--- src/rtl/i2c_fifo_pkg.sv ---
package i2c_fifo_pkg;
  localparam int LANES = 4;

  // bytes moved by one bus access: 0 when idle, 4 for a wide access in queue mode
  function automatic logic [2:0] access_bytes(input logic req, input logic wide,
                                              input logic fifo_on);
    if (!req) return 3'd0;
    return (wide && fifo_on) ? 3'd4 : 3'd1;
  endfunction

  // threshold comparison shared by both ready flags
  function automatic logic meets_threshold(input int amount, input logic four,
                                           input logic fifo_on);
    return amount >= ((four && fifo_on) ? 4 : 1);
  endfunction
endpackage

--- src/rtl/i2c_fifo_ring.sv ---
module i2c_fifo_ring #(
  parameter int DEPTH = 16,
  parameter int LANES = 4,
  localparam int AW = $clog2(DEPTH),
  localparam int LW = AW + 1
) (
  input  logic               clk,
  input  logic               rst_n,
  input  logic               flush,
  input  logic [2:0]         push_n,
  input  logic [LANES*8-1:0] push_data,
  input  logic [2:0]         pop_n,
  output logic [LANES*8-1:0] head,
  output logic [LW-1:0]      level
);
  logic [7:0]    mem [DEPTH];
  logic [AW-1:0] wr_ptr, rd_ptr;

  always_ff @(posedge clk) begin
    for (int i = 0; i < LANES; i++) begin
      if (!flush && 3'(i) < push_n)
        mem[wr_ptr + AW'(i)] <= push_data[i*8 +: 8];
    end
  end

  always_ff @(posedge clk or negedge rst_n) begin
    if (!rst_n) begin
      wr_ptr <= '0;
      rd_ptr <= '0;
      level  <= '0;
    end else if (flush) begin
      wr_ptr <= '0;
      rd_ptr <= '0;
      level  <= '0;
    end else begin
      wr_ptr <= wr_ptr + AW'(push_n);
      rd_ptr <= rd_ptr + AW'(pop_n);
      level  <= level + LW'(push_n) - LW'(pop_n);
    end
  end

  for (genvar l = 0; l < LANES; l++) begin : g_head
    assign head[l*8 +: 8] = mem[rd_ptr + AW'(l)];
  end
endmodule

--- src/rtl/i2c_fifo_flag.sv ---
module i2c_fifo_flag #(
  parameter int LW = 5
) (
  input  logic [LW-1:0] amount,
  input  logic          four,
  input  logic          fifo_on,
  output logic          ready
);
  import i2c_fifo_pkg::*;
  assign ready = meets_threshold(int'(amount), four, fifo_on);
endmodule

--- src/rtl/i2c_fifo_buffer.sv ---
module i2c_fifo_buffer #(
  parameter int DEPTH = 16,
  localparam int LW = $clog2(DEPTH) + 1
) (
  input  logic          clk,
  input  logic          rst_n,
  input  logic          cmd_fifo_on,
  input  logic          cmd_tx_flush,
  input  logic          cmd_rx_flush,
  input  logic          cmd_unlock,
  input  logic          tx_thr_four,
  input  logic          rx_thr_four,
  input  logic          tx_wr,
  input  logic          tx_wide,
  input  logic [31:0]   tx_wdata,
  input  logic          rx_rd,
  input  logic          rx_wide,
  output logic [31:0]   rx_rdata,
  output logic          eng_tx_valid,
  output logic [7:0]    eng_tx_data,
  input  logic          eng_tx_take,
  input  logic          eng_nack,
  input  logic          eng_rx_push,
  input  logic [7:0]    eng_rx_data,
  output logic          tx_ready,
  output logic          rx_ready,
  output logic [LW-1:0] tx_level,
  output logic [LW-1:0] rx_level,
  output logic          tx_locked,
  output logic          tx_err,
  output logic          rx_err
);
  import i2c_fifo_pkg::*;

  logic          fifo_en;
  logic [LW-1:0] cap;
  logic [LW-1:0] tx_free;
  logic [2:0]    tx_req_n, tx_push_n, tx_pop_n;
  logic [2:0]    rx_req_n, rx_push_n, rx_pop_n;
  logic          tx_fit, tx_drop;
  logic          rx_fit, rx_have, rx_over;
  logic [31:0]   tx_head, rx_head;

  assign cap     = fifo_en ? LW'(DEPTH) : LW'(1);
  assign tx_free = cap - tx_level;

  // transmit side
  assign tx_req_n     = access_bytes(tx_wr, tx_wide, fifo_en);
  assign tx_fit       = int'(tx_free) >= int'(tx_req_n);
  assign tx_push_n    = (!cmd_tx_flush && tx_fit) ? tx_req_n : 3'd0;
  assign tx_drop      = tx_wr && !cmd_tx_flush && !tx_fit;
  assign eng_tx_valid = (tx_level != '0) && !tx_locked;
  assign eng_tx_data  = tx_head[7:0];
  assign tx_pop_n     = (eng_tx_take && eng_tx_valid && !cmd_tx_flush) ? 3'd1 : 3'd0;

  // receive side
  assign rx_fit    = rx_level < cap;
  assign rx_push_n = (eng_rx_push && !cmd_rx_flush && rx_fit) ? 3'd1 : 3'd0;
  assign rx_over   = eng_rx_push && !cmd_rx_flush && !rx_fit;
  assign rx_req_n  = access_bytes(rx_rd, rx_wide, fifo_en);
  assign rx_have   = int'(rx_level) >= int'(rx_req_n);
  assign rx_pop_n  = (rx_rd && !cmd_rx_flush && rx_have) ? rx_req_n : 3'd0;

  i2c_fifo_ring #(.DEPTH(DEPTH), .LANES(LANES)) u_tx_ring (
    .clk(clk), .rst_n(rst_n), .flush(cmd_tx_flush),
    .push_n(tx_push_n), .push_data(tx_wdata), .pop_n(tx_pop_n),
    .head(tx_head), .level(tx_level)
  );

  i2c_fifo_ring #(.DEPTH(DEPTH), .LANES(LANES)) u_rx_ring (
    .clk(clk), .rst_n(rst_n), .flush(cmd_rx_flush),
    .push_n(rx_push_n), .push_data({24'd0, eng_rx_data}), .pop_n(rx_pop_n),
    .head(rx_head), .level(rx_level)
  );

  i2c_fifo_flag #(.LW(LW)) u_tx_flag (
    .amount(tx_free), .four(tx_thr_four), .fifo_on(fifo_en), .ready(tx_ready)
  );

  i2c_fifo_flag #(.LW(LW)) u_rx_flag (
    .amount(rx_level), .four(rx_thr_four), .fifo_on(fifo_en), .ready(rx_ready)
  );

  always_ff @(posedge clk or negedge rst_n) begin
    if (!rst_n) begin
      fifo_en   <= 1'b0;
      tx_locked <= 1'b0;
      tx_err    <= 1'b0;
      rx_err    <= 1'b0;
      rx_rdata  <= '0;
    end else begin
      if (cmd_fifo_on) fifo_en <= 1'b1;
      tx_locked <= eng_nack || (tx_locked && !cmd_unlock);
      if (cmd_tx_flush)  tx_err <= 1'b0;
      else if (tx_drop)  tx_err <= 1'b1;
      if (cmd_rx_flush)  rx_err <= 1'b0;
      else if (rx_over)  rx_err <= 1'b1;
      if (rx_pop_n == 3'd4)      rx_rdata <= rx_head;
      else if (rx_pop_n == 3'd1) rx_rdata <= {24'd0, rx_head[7:0]};
    end
  end
endmodule

--- config.mk ---
export PLATFORM = sky130hd
export DESIGN_NAME = i2c_fifo_buffer
export DESIGN_NICKNAME = d
export VERILOG_FILES = /design/src/rtl/i2c_fifo_pkg.sv /design/src/rtl/i2c_fifo_ring.sv /design/src/rtl/i2c_fifo_flag.sv /design/src/rtl/i2c_fifo_buffer.sv
export SDC_FILE = /design/constraint.sdc
export NUM_CORES = 1
export LEC_CHECK = 0
export BUFFER_PORTS_ARGS = -buffer_cell sky130_fd_sc_hd__buf_2
export CORE_ASPECT_RATIO = 2
export CORE_UTILIZATION = 63
export CTS_CLUSTER_DIAMETER = 30
export DETAILED_ROUTE_END_ITERATION = 6
export GPL_ROUTABILITY_DRIVEN = 1
export HOLD_SLACK_MARGIN = 0.02
export MAX_ROUTING_LAYER = met4
export PLACE_DENSITY = 0.82
export SLEW_MARGIN = 20
export SYNTH_ARGS = -nofsm -noshare
export SYNTH_HDL_FRONTEND = slang
export SYNTH_SLANG_ARGS = --single-unit
--- constraint.sdc ---
create_clock -name clk -period 4.8 [get_ports clk]
set_input_delay 0.72 -clock clk [delete_from_list [all_inputs] [get_ports clk]]
set_output_delay 0.72 -clock clk [all_outputs]
set_load 0.02 [all_outputs]
# Word-level counts from Yosys, hierarchy flattened
# Memories as Yosys holds them, arrays and structs flattened.
# Index checks and enable logic that the tools add are counted.
# op_classes
n_addsub	18
magnitude_cmp	13
n_eq_ne	2
n_mux	48
n_reduce_logical	38
# ops
op	count
$ge A6 B32 Y1	2
$mux W32	2
$mux W4	7
$mux W1	25
$add A4 B2 Y4 const B	6
$logic_and A1 B1 Y1	24
$mux W3	8
$mux W8	3
$reduce_or A8 Y1	3
$mux W5	3
$add A4 B1 Y4 const B	3
$ge A5 B3 Y1	2
$add A4 B1 Y4	2
$add A4 B3 Y4	2
$logic_not A1 Y1	6
$lt A1 B3 Y1 const A	2
$lt A2 B3 Y1 const A	2
$reduce_bool A2 Y1	3
$add A5 B1 Y5	1
$add A5 B3 Y5	1
$lt A5 B5 Y1	1
$reduce_bool A5 Y1	1
$sub A5 B1 Y5	1
$sub A5 B3 Y5	1
6 further kinds	8
# totals
ff_bits	62
ramBits	256
inputBits	55
output_inout_bits	56
wordCells	132
mem_count	2
# mem_list
memory	words	width	read_ports	rd_ports_with_merged_regs	write_ports	line	rtl
u_rx_ring.mem	16	8	4	0	1	i2c_fifo_ring.sv:16	logic [7:0] mem [DEPTH];
u_tx_ring.mem	16	8	1	0	4	i2c_fifo_ring.sv:16	

# Depth between registers and ports, before layout
# logic_depth
ltp_word	12
ltp_mapped	19
mapped_depth_nobuf	18

# By module
# Synthesis repeated with hierarchy kept, for this count alone.
# hier_totals
cells_unflattened	2933
area_unflattened_um2	28975.3
# by_module_without_submodules
mod	n_inst	cells_each	area_per_inst_um2	seq_area_each_um2
i2c_fifo_ring (u_rx_ring)	1	1377	13568.0	4169.0
i2c_fifo_ring (u_tx_ring)	1	1360	13565.5	4169.0
i2c_fifo_buffer	1	184	1736.7	900.9
i2c_fifo_flag	2	6	52.6	0.0

# Least setup slack after synthesis
# No wires, ideal clock.
# synth_timing
path_kind	input -> register
startpoint	in tx_wide
endpoint	mem u_tx_ring.mem[2][0], enable pin
setup_ns	0.404
arrival_ns	3.451
required_time_ns	4.396
slack_ns	0.945
path_stages	10
path_buffers	2
cell_sequence	clkbuf_1 -> a21boi_0 -> ha_1 -> nor4b_1 -> or2_2 -> buf_1 -> nand3_1 -> nand2b_1 -> or3_1 -> o311ai_0
# synth_rtl
element	line	rtl
start, declared	i2c_fifo_buffer.sv:14	input logic tx_wide,
end, declared	i2c_fifo_ring.sv:16	

==> impl_metrics.env <==
export IMPL_synth_cells=1622
export IMPL_row_count=93
export IMPL_fmax_mhz=243
export IMPL_hold_slack_ns=0.249
export IMPL_synth_top_area_cell="edfxtp_1"
export IMPL_p_leak_nw=8.65
export IMPL_yosysMostFrequentCell="edfxtp_1"
export IMPL_vias=16700
export IMPL_crit_required_ns=5.01
export IMPL_crit_path_start_kind="flip-flop"
export IMPL_cts_sinks=318
export IMPL_outcome="finished clean"
export IMPL_hold_viol=0
export IMPL_grt_usage=0.492
export IMPL_post_drt_wl_per_cell_um=34.5
export IMPL_synth_edf_count=256
export IMPL_powerDensity_mw_per_mm2=398
export IMPL_crit_type="reg2reg"
export IMPL_ant_nets=0
export IMPL_numCtsBuffers=42
export IMPL_boundaryPins=111
export IMPL_viasPerCell=7.68
export IMPL_start_util=0.642
export IMPL_netlist_area_sq_mm=0.0208
export IMPL_critPathMaxFanout=17
export IMPL_worst_pin_slew_ns=1.06
export IMPL_finalSetupViolations=0
export IMPL_grt_pass1_vias=17100
export IMPL_path_buf_inv=2
export IMPL_fin_skew_ns=0.0180
export IMPL_arrival_ns=4.33
export IMPL_async_flop_share=0.195
export IMPL_path_clk_slew_ns=0.06
export IMPL_cts_hold_buf=0
export IMPL_peakVddDrop_v=0.000450
export IMPL_maxCapViolations=0
export IMPL_first_iter_violations=1905
export IMPL_coreArea_sq_mm=0.0323
export IMPL_syn_nets=1721
export IMPL_syn_avg_cell_area_sq_um=12.8
export IMPL_slowest_delay_ns=0.82
export IMPL_ys_flop_type="edfxtp_1"
export IMPL_root_buffer="clkbuf_16"
export IMPL_finalNonFillerCells=2170
export IMPL_firstDrtPassIters=7
export IMPL_gp_congestion=1.04
export IMPL_yosysUniqueCellTypes=76
export IMPL_syn2layout_area_growth_pct=12.6
export IMPL_place_port_buffers=110
export IMPL_clkLatencyLatePin_ns=0.56
export IMPL_finalMaxSlewViolations=0
export IMPL_die_h_um=259
export IMPL_dp_cells=2074
export IMPL_crit_path_frequent_cell="ha_1"
export IMPL_drt_wl_total_mm=74.8
export IMPL_synth_top_cell_area_share=0.370
export IMPL_clock_path_buffers=3
export IMPL_nets=1790
export IMPL_rsz0062_at_grt="false"
export IMPL_post_dp_hpwl_mm=50.2
export IMPL_grt_ovfl_total=0
export IMPL_path_delay_family="simple AND/OR/NAND/NOR gates"
export IMPL_slew_headroom=0.291
export IMPL_power_w=0.00930
export IMPL_route_detailed_drc=0
export IMPL_fp_dieW_um=130
export IMPL_die_area_sq_mm=0.0337
export IMPL_final_period_utilization=0.859
export IMPL_tritoncts="built"
export IMPL_synth_area_leaders="edfxtp_1 (37%), mux4_2 (20%), dfrtp_1 (7.5%), mux2i_1 (5.6%), ha_1 (2.5%)"
export IMPL_grt_max_degree=133
export IMPL_cp_cell_sequence="ha_1 > inv_1 > ha_1 > xnor2_1 > ha_1 > nor4b_1 > nor2_1 > nor3_4 > buf_4 > nor3_2 > a211o_1"
export IMPL_antenna_found_initial=15
export IMPL_hold_path_class="in2async"
export IMPL_min_period_ns=4.12
export IMPL_fin_setup_tns_ns=0
export IMPL_htree_levels=2
export IMPL_worst_setup_path_end_kind="flip-flop"
export IMPL_cts_repair_resized=0
export IMPL_postCtsSetupBuffers=0
export IMPL_synth_seq_area_share=0.445
export IMPL_netlist_top_cells_count="edfxtp_1 (256), mux4_2 (184), mux2i_1 (116)"
export IMPL_yosys_warnings=0
export IMPL_grt_first_pass_wirelength_mm=112
export IMPL_ys_ff_latch=318
export IMPL_final_layout_size_suffix_gt1_frac=0.295
export IMPL_cpMaxStageDelayCell="nor3_2"
layout by cell type, fill, tap and decap left out, types with 6 or more instances in the layout:
cell type,synthesis,layout
mux2_2,35,35
a21oi_2,9,9
ha_1,42,41
inv_1,39,39
a21o_1,6,6
o31ai_1,18,18
and2_1,8,8
buf_2,24,109
nand2_1,111,111
diode_2,0,18
o32ai_1,29,29
a31oi_1,7,6
o21ai_0,41,41
nor3_1,13,13
edfxtp_1,256,256
xor2_1,13,13
clkbuf_16,0,43
o211ai_1,14,14
mux2i_1,116,116
nor2b_1,33,32
nand2b_1,9,9
a211oi_1,32,32
a22o_1,25,25
mux4_2,184,184
o22ai_1,53,53
nand3_1,22,22
buf_4,2,66
and3_1,20,20
dfrtp_1,62,59
or3_1,10,10
nor2_1,77,77
a21oi_1,101,101
inv_6,0,7
xnor2_1,14,11
metrics by stage:
stage / setup WS [ns] / utilization / cell area (sq um)
after floorplan: 0.945 / - / 20800
after global placement: 0.758 / 0.674 / 21800
after detailed placement: 0.746 / 0.674 / 21800
after CTS: 0.750 / 0.721 / 23300
after global routing: 0.421 / 0.723 / 23400
final: 0.677 / 0.723 / 23400
cell families after synthesis:
group	count (synthesis)	synth area share
compound gates	371	0.122
xor+xnor	32	0.0164
fa+ha+maj	44	0.0272
buf+inv	191	0.0367
flops	318	0.445
mux	335	0.274
simple gates	331	0.0783
state kept, by name, indices dropped and copies added, names as in the netlist, 4 cells and up:
signal / cells
u_rx_ring.level: 5
u_rx_ring.mem: 128
u_rx_ring.wr_ptr: 4
u_tx_ring.wr_ptr: 4
u_rx_ring.rd_ptr: 4
rx_rdata: 32
u_tx_ring.mem: 128
u_tx_ring.rd_ptr: 4
u_tx_ring.level: 5
worst register-to-register path: stages, from the launching register on:
cell	delay (ns)
dfrtp_1	0.37
ha_1	0.24
inv_1	0.06
ha_1	0.20
xnor2_1	0.22
ha_1	0.22
nor4b_1	0.07
nor2_1	0.74
nor3_4	0.17
buf_4	0.26
nor3_2	0.82
a211o_1	0.42
area by class of cell:
cell class              count  area [sq um]
clock inverters            29           390
multi-input cells        1113         10800
diodes                     18          45.0
well taps                 427           534
repair buffers            177          1080
clock buffers              49          1120
fillers                  2198          8960
flip-flops and latches    318          9250
inverters                  39           146
report_power, final:
part           switching [W]  internal, W
combinational        0.00163     0.000996
clock                0.00134      0.00200
sequential          0.000169      0.00317
metal layers:
metal	GRT usage	vias to the layer above	wire, um
met5	-	-	0
met4	0.438	0	8170
met3	0.180	517	8590
met2	0.749	1444	37200
met1	0.483	8039	20900
li1	-	6658	-
final timing paths:
path	endpoint	depth (start not counted)	slack, ns	start
hold / removal	rx_err	1	0.25	rst_n
max in group asynchronous	u_tx_ring.rd_ptr[0]	1	3.85	rst_n
setup reg to reg	u_tx_ring.mem[3][5]	11	0.68	u_tx_ring.level[0]
setup / recovery	u_tx_ring.mem[3][5]	11	0.68	u_tx_ring.level[0]
hold reg to reg	rx_err	2	0.50	rx_err
min in group clk	tx_locked	2	0.34	eng_nack
Power figures use the tool's default switching activity.
